<file path="src/rtl/strap_pkg.sv">
package strap_pkg;

    localparam int unsigned STRAP_PINS = 7;
    localparam int unsigned ADDR_W     = 7;
    localparam int unsigned CNT_W      = $clog2(STRAP_PINS + 1);

    typedef logic [STRAP_PINS-1:0] pin_vec_t;
    typedef logic [ADDR_W-1:0]     addr_t;
    typedef logic [CNT_W-1:0]      cnt_t;

    typedef struct packed {
        addr_t    addr;
        cnt_t     width;
        pin_vec_t gpio_free;
        logic     bad_strap;
    } strap_result_t;

    typedef enum logic {
        PH_SAMPLE = 1'b0,
        PH_LOCKED = 1'b1
    } strap_phase_t;

    function automatic cnt_t count_used(input pin_vec_t used);
        cnt_t n;
        n = '0;
        for (int i = 0; i < STRAP_PINS; i++) begin
            n = n + cnt_t'(used[i]);
        end
        return n;
    endfunction

    function automatic strap_result_t cleared_result(input addr_t dflt);
        strap_result_t r;
        r.addr      = dflt;
        r.width     = '0;
        r.gpio_free = '0;
        r.bad_strap = 1'b0;
        return r;
    endfunction

endpackage

</file>
<file path="src/rtl/strap_chain_scan.sv">
module strap_chain_scan
    import strap_pkg::*;
(
    input  pin_vec_t pin_strong,
    output pin_vec_t pin_used,
    output logic     chain_overrun
);

    // open_q[i] is 1 when every pin below i is weakly pulled
    pin_vec_t open_q;

    assign open_q[0] = 1'b1;

    for (genvar g = 1; g < STRAP_PINS; g++) begin : g_chain
        assign open_q[g] = open_q[g-1] & ~pin_strong[g-1];
    end

    // The last pin ends the chain whatever its pull strength
    assign pin_used      = open_q;
    assign chain_overrun = open_q[STRAP_PINS-1] & ~pin_strong[STRAP_PINS-1];

endmodule

</file>
<file path="src/rtl/strap_addr_merge.sv">
module strap_addr_merge
    import strap_pkg::*;
#(
    parameter addr_t DEFAULT_ADDR = 7'h20
) (
    input  pin_vec_t      pin_level,
    input  pin_vec_t      pin_used,
    input  logic          chain_overrun,
    output strap_result_t merged
);

    addr_t addr_mix;

    for (genvar i = 0; i < ADDR_W; i++) begin : g_bit
        if (i < STRAP_PINS) begin : g_pin
            assign addr_mix[i] = pin_used[i] ? pin_level[i] : DEFAULT_ADDR[i];
        end else begin : g_fixed
            assign addr_mix[i] = DEFAULT_ADDR[i];
        end
    end

    always_comb begin
        merged.addr      = addr_mix;
        merged.width     = count_used(pin_used);
        merged.gpio_free = ~pin_used;
        merged.bad_strap = chain_overrun;
    end

endmodule

</file>
<file path="src/rtl/strap_result_reg.sv">
module strap_result_reg
    import strap_pkg::*;
#(
    parameter addr_t DEFAULT_ADDR = 7'h20
) (
    input  logic          clk,
    input  logic          rst,
    input  strap_result_t next_res,
    input  pin_vec_t      level_in,
    output strap_result_t held_res,
    output logic          locked
);

    strap_phase_t phase_q;

    always_ff @(posedge clk) begin
        if (rst) begin
            phase_q  <= PH_SAMPLE;
            held_res <= cleared_result(DEFAULT_ADDR);
        end else if (phase_q == PH_SAMPLE) begin
            phase_q  <= PH_LOCKED;
            held_res <= next_res;
        end
    end

    assign locked = (phase_q == PH_LOCKED);

    AST_RESET_CLEARS: assert property (@(posedge clk)
        rst |=> (!locked && held_res.width == '0 && held_res.gpio_free == '0
                 && !held_res.bad_strap && held_res.addr == DEFAULT_ADDR));

    AST_LOCK_NEXT: assert property (@(posedge clk) disable iff (rst)
        !locked |=> locked);

    AST_LOCK_STAYS: assert property (@(posedge clk) disable iff (rst)
        locked |=> locked);

    AST_BIT0_FOLLOWS: assert property (@(posedge clk) disable iff (rst)
        $rose(locked) |-> held_res.addr[0] == $past(level_in[0]));

    AST_WIDTH_RANGE: assert property (@(posedge clk) disable iff (rst)
        locked |-> (held_res.width >= cnt_t'(1) && held_res.width <= cnt_t'(STRAP_PINS)));

    AST_FREE_MATCHES: assert property (@(posedge clk) disable iff (rst)
        locked |-> ($countones(held_res.gpio_free) == STRAP_PINS - int'(held_res.width)));

    AST_FAULT_FULL: assert property (@(posedge clk) disable iff (rst)
        (locked && held_res.bad_strap) |-> held_res.width == cnt_t'(STRAP_PINS));

    AST_HOLD_FROZEN: assert property (@(posedge clk) disable iff (rst)
        locked |=> $stable(held_res));

endmodule

</file>
<file path="src/rtl/strap_addr_resolver.sv">
module strap_addr_resolver
    import strap_pkg::*;
#(
    parameter addr_t DEFAULT_ADDR = 7'h20
) (
    input  logic                  clk,
    input  logic                  rst,
    input  logic [STRAP_PINS-1:0] pad_level,
    input  logic [STRAP_PINS-1:0] pad_strong,
    output logic [ADDR_W-1:0]     dev_addr,
    output logic [CNT_W-1:0]      addr_width,
    output logic [STRAP_PINS-1:0] gpio_release,
    output logic                  strap_fault,
    output logic                  strap_done
);

    pin_vec_t      used_w;
    logic          overrun_w;
    strap_result_t merged_w;
    strap_result_t held_w;

    strap_chain_scan u_scan (
        .pin_strong    (pad_strong),
        .pin_used      (used_w),
        .chain_overrun (overrun_w)
    );

    strap_addr_merge #(.DEFAULT_ADDR(DEFAULT_ADDR)) u_merge (
        .pin_level     (pad_level),
        .pin_used      (used_w),
        .chain_overrun (overrun_w),
        .merged        (merged_w)
    );

    strap_result_reg #(.DEFAULT_ADDR(DEFAULT_ADDR)) u_hold (
        .clk      (clk),
        .rst      (rst),
        .next_res (merged_w),
        .level_in (pad_level),
        .held_res (held_w),
        .locked   (strap_done)
    );

    assign dev_addr     = held_w.addr;
    assign addr_width   = held_w.width;
    assign gpio_release = held_w.gpio_free;
    assign strap_fault  = held_w.bad_strap;

endmodule

</file>
<file path="config.mk">
export PLATFORM = sky130hd
export DESIGN_NAME = strap_addr_resolver
export DESIGN_NICKNAME = d
export VERILOG_FILES = /design/src/rtl/strap_pkg.sv /design/src/rtl/strap_chain_scan.sv /design/src/rtl/strap_addr_merge.sv /design/src/rtl/strap_result_reg.sv /design/src/rtl/strap_addr_resolver.sv
export SDC_FILE = /design/constraint.sdc
export NUM_CORES = 1
export LEC_CHECK = 0
export BUFFER_PORTS_ARGS = -buffer_cell sky130_fd_sc_hd__buf_2
export CORE_MARGIN = 4
export CORE_UTILIZATION = 50
export CTS_BUF_LIST = sky130_fd_sc_hd__clkbuf_16
export CTS_CLUSTER_SIZE = 10
export DETAILED_ROUTE_END_ITERATION = 7
export GPL_ROUTABILITY_DRIVEN = 0
export PLACE_DENSITY = 0.82
export SLEW_MARGIN = 10
export SYNTH_ARGS = -nofsm -noshare
export SYNTH_HDL_FRONTEND = slang
export SYNTH_HIERARCHICAL = 1
export SYNTH_SLANG_ARGS = --single-unit
</file>
<file path="constraint.sdc">
create_clock -name clk -period 9.2 [get_ports clk]
set_input_delay 0.92 -clock clk [delete_from_list [all_inputs] [get_ports clk]]
set_output_delay 0.92 -clock clk [all_outputs]
set_load 0.05 [all_outputs]
</file>
**Word-level counts from Yosys, hierarchy flattened**

Index checks and enable logic that the tools add are counted.

- $add $sub $neg: 6
- Mux-type cells: 7
- Bitwise logic cells: 14

Operators with widths:

| kind | number |
|---|---|
| $add 3x1->3 | 5 |
| $mux 1 | 7 |
| $not 1->1 | 7 |
| $not 7->7 | 1 |
| $and 1x1->1 | 6 |
| $add 1x1->2 const A | 1 |

- Register bits after elaboration: 19
- Output and inout bits: 19
- Input bits: 16
- Logic and storage cells: 32

**Longest topological paths before layout**

- Depth after elaboration: 7
- Gate-level depth with buffers: 10

**By module**

The synthesis kept the hierarchy.

By module, submodules not included:

| module | times used | cells each | area an instance (um^2) |
|---|---|---|---|
| strap_result_reg | 1 | 60 | 673.1 |
| strap_addr_merge | 1 | 22 | 168.9 |
| strap_chain_scan | 1 | 11 | 60.1 |

**Least setup slack after synthesis**

OpenSTA, ideal clock, no wires.

- Path kind: input to register
- From: input pad_strong[0]
- To: register u_hold/held_res[9] (netlist bit)
- Buffers on the path: 0
- Stages: 10
- Arrival time: 3,406 ps
- Slack: 5,677 ps
- Data required time: 9,083 ps
- Library setup time: 117 ps
- Cell sequence: or3_4 -> inv_1 -> inv_1 -> fa_1 -> fa_1 -> inv_1 -> fa_1 -> fa_1 -> mux2i_1 -> nor2_1

RTL lines:

| item | RTL line | source |
|---|---|---|
| start: declaration | strap_addr_resolver.sv:9 | `input logic [STRAP_PINS-1:0] pad_strong,` |
| end signal: assignment | strap_result_reg.sv:19 | `held_res <= cleared_result(DEFAULT_ADDR);` |
| end signal: assignment | strap_result_reg.sv:22 | `held_res <= next_res;` |
| end: declaration | strap_result_reg.sv:10 | `output strap_result_t held_res,` |

==> flow_metrics.tcl <==
set metrics [dict create \
    grt_overflow 0 \
    synthCells 93 \
    vias_per_cell 4.653 \
    totalWireLength_mm 1.802 \
    powerDensity_nw_per_um2 191.8 \
    hold_class "flop to flop" \
    setup_tns_ns 0 \
    layout-drive-gt1-share_pct 31.20 \
    worstSkewPairLatency_ns 0.25 \
    cp_max_fo 5 \
    synth_cell_types 17 \
    syn2layout_area_growth_pct 24.97 \
    die_x_um 50.48 \
    yosys.area_share.xor_xnor_pct 0 \
    cts_resized 0 \
    synth_mux_area_share_pct 19.97 \
    crit_required_ns 9.33 \
    outcome "completed" \
    die_h_um 50.48 \
    start_kind "input port" \
    grt_max_degree 20 \
    syn_area_um2 902.1 \
    drv_cap 0 \
    rows 15 \
    tightestPinTransition_ns 1.013 \
    max_freq_ghz 0.2846 \
    post_drt_wl_per_cell_um 12.01 \
    slew_headroom_pct 32.37 \
    synth-simple-area-share_pct 16.92 \
    synth_compound_area_share_pct 0 \
    grt_pass1_wl_mm 3.015 \
    fin_nets 146 \
    slew_viol_final 0 \
    place_hpwl_mm 1.256 \
    die-area_um2 2548 \
    cts-hold-fix-buffers 0 \
    io_pins 35 \
    finalSetupViolCount 0 \
    ys_warn_count 6 \
    ant_nets 0 \
    min_period_ns 3.513 \
    drc_errors 0 \
    cts_htree_levels 1 \
    synth_edf_count 0 \
    yosysSeqAreaShare_pct 42.16 \
    skew_ns 0.001143 \
    synthFlopType "dfxtp_1" \
    dp.cells 146 \
    rsz0062_at_grt "false" \
    cp.arrival_ns 3.65 \
    synth-async-reset-ratio_pct 0 \
    n_antenna_cell 0 \
    stdcell_area_um2 1127 \
    hold_viol 0 \
    first_pass_iters 3 \
    finalCritPeriodShare_pct 38.19 \
    cts_tree "done" \
    synth_top_family_by_area "multiplexers" \
    placed_cell_area_um2 1047 \
    crit_type "input port to flop" \
    start_util_pct 52.25 \
    fin_cells 150 \
    coreArea_um2 1727 \
    leakagePower_nw 0.6115 \
    postSynthAreaPerCell_um2 9.700 \
    clk_pin_slew_worst_paths_ns 0.05 \
    clock-sinks 19 \
    postLayoutSetupSlackWorst_ns 5.687 \
    syn_nets 113 \
    dp_slack_ns 5.430 \
    numCtsBuffers 3 \
    synth_fa_ha_area_share_pct 8.877 \
    ys_ff_latch 19 \
    place.port_buffers 34 \
    antenna_found_initial 0 \
    clock_path_buffers 2 \
    grt_use_total_pct 16.20 \
    vias 698 \
    ir_worst_vdd_uv 115.9 \
    clockRootBuffer "clkbuf_16" \
    cp-end-kind "flop" \
    grt_pass1_vias 702 \
    cts_setup_buffers 0 \
    drt_iter0_drc 4 \
]
==> cell families after synthesis <==
| logic type | after synthesis |
|---|---|
| and+or+nand+nor | 32 |
| other | 1 |
| DFF | 19 |
| muxes | 18 |
| buffers and inverters | 19 |
| adders and majority gates | 4 |
==> cell usage after synthesis, types with 2 or more instances <==
| cell | instances | area (um^2) |
|---|---|---|
| and2_1 | 6 | 37.54 |
| fa_1 | 4 | 80.08 |
| inv_1 | 13 | 48.80 |
| buf_2 | 2 | 10.01 |
| dfxtp_1 | 19 | 380.4 |
| nor2_1 | 20 | 75.07 |
| mux2i_1 | 18 | 180.2 |
| buf_4 | 2 | 15.01 |
==> power breakdown <==
group          internal [W]  switching [W]
registers         0.0000865     0.00000371
logic             0.0000119      0.0000242
clock network     0.0000583      0.0000316
total              0.000157      0.0000595
==> worst max-delay path, cell delays in order <==
cell	delay, ns
buf_2	0.11
or3_4	0.41
inv_1	0.08
inv_1	0.06
fa_1	0.46
fa_1	0.49
inv_1	0.05
fa_1	0.38
fa_1	0.48
mux2i_1	0.14
nor2_1	0.05
==> registers in the layout (all words and copies together), names as in the netlist <==
signal	count
u_hold/held_res	18
u_hold/locked	1
==> final timing paths <==
check | from | end | slack [ns] | cells past startpoint
worst min-delay path | u_hold/held_res[14]$_SDFFE_PP0N_ | u_hold/held_res[14]$_SDFFE_PP0N_ | 0.49 | 2
worst max register to register | u_hold/locked$_DFF_P_ | u_hold/held_res[4]$_SDFFE_PP0N_ | 7.69 | 2
worst max-delay path | pad_strong[0] | u_hold/held_res[9]$_SDFFE_PP0N_ | 5.69 | 11
worst min register to register | u_hold/held_res[14]$_SDFFE_PP0N_ | u_hold/held_res[14]$_SDFFE_PP0N_ | 0.49 | 2
==> layout make-up <==
cell class	instances	area [um^2]
Clock buffer	3	75.07
Clock inverter	1	5.005
Fill cell	158	599.3
Inverter	13	48.80
Multi-Input combinational cell	55	416.7
Sequential cell	19	380.4
Tap cell	25	31.28
Timing Repair Buffer	34	170.2
==> placed cells by master, fill, tap and decap left out <==
master	netlist	layout
and2_1	6	6
buf_2	2	34
clkbuf_16	0	3
clkinv_2	0	1
conb_1	1	1
dfxtp_1	19	19
fa_1	4	4
inv_1	13	13
mux2i_1	18	18
nand2_1	1	1
nand2b_1	1	1
nor2_1	20	20
nor3_1	1	1
nor4_1	1	1
or3_4	1	1
or4_1	1	1
==> layer usage <==
layer / wire length [um] / share of wire, % / vias up / GRT usage, %
li1: - / - / 348 / -
met1: 743 / 41 / 330 / 17.13
met2: 932 / 52 / 15 / 29.13
met3: 66 / 3.7 / 5 / 1.780
met4: 59 / 3.3 / 0 / 12.11
met5: 0 / 0 / - / 0
==> stage by stage <==
| step | hold WS [ns] | power (W) | util, % |
|---|---|---|---|
| after floorplan | 0.7457 | 0.0001199 | - |
| after global placement | 0.4578 | 0.0001270 | 60.65 |
| after detailed placement | 0.4698 | 0.0001281 | 60.65 |
| after CTS | 0.4950 | 0.0002187 | 65.29 |
| after global routing | 0.5274 | 0.0002255 | 65.29 |
| final | 0.4918 | 0.0002162 | 65.29 |
No activity file was read; power rests on OpenSTA's default activity.
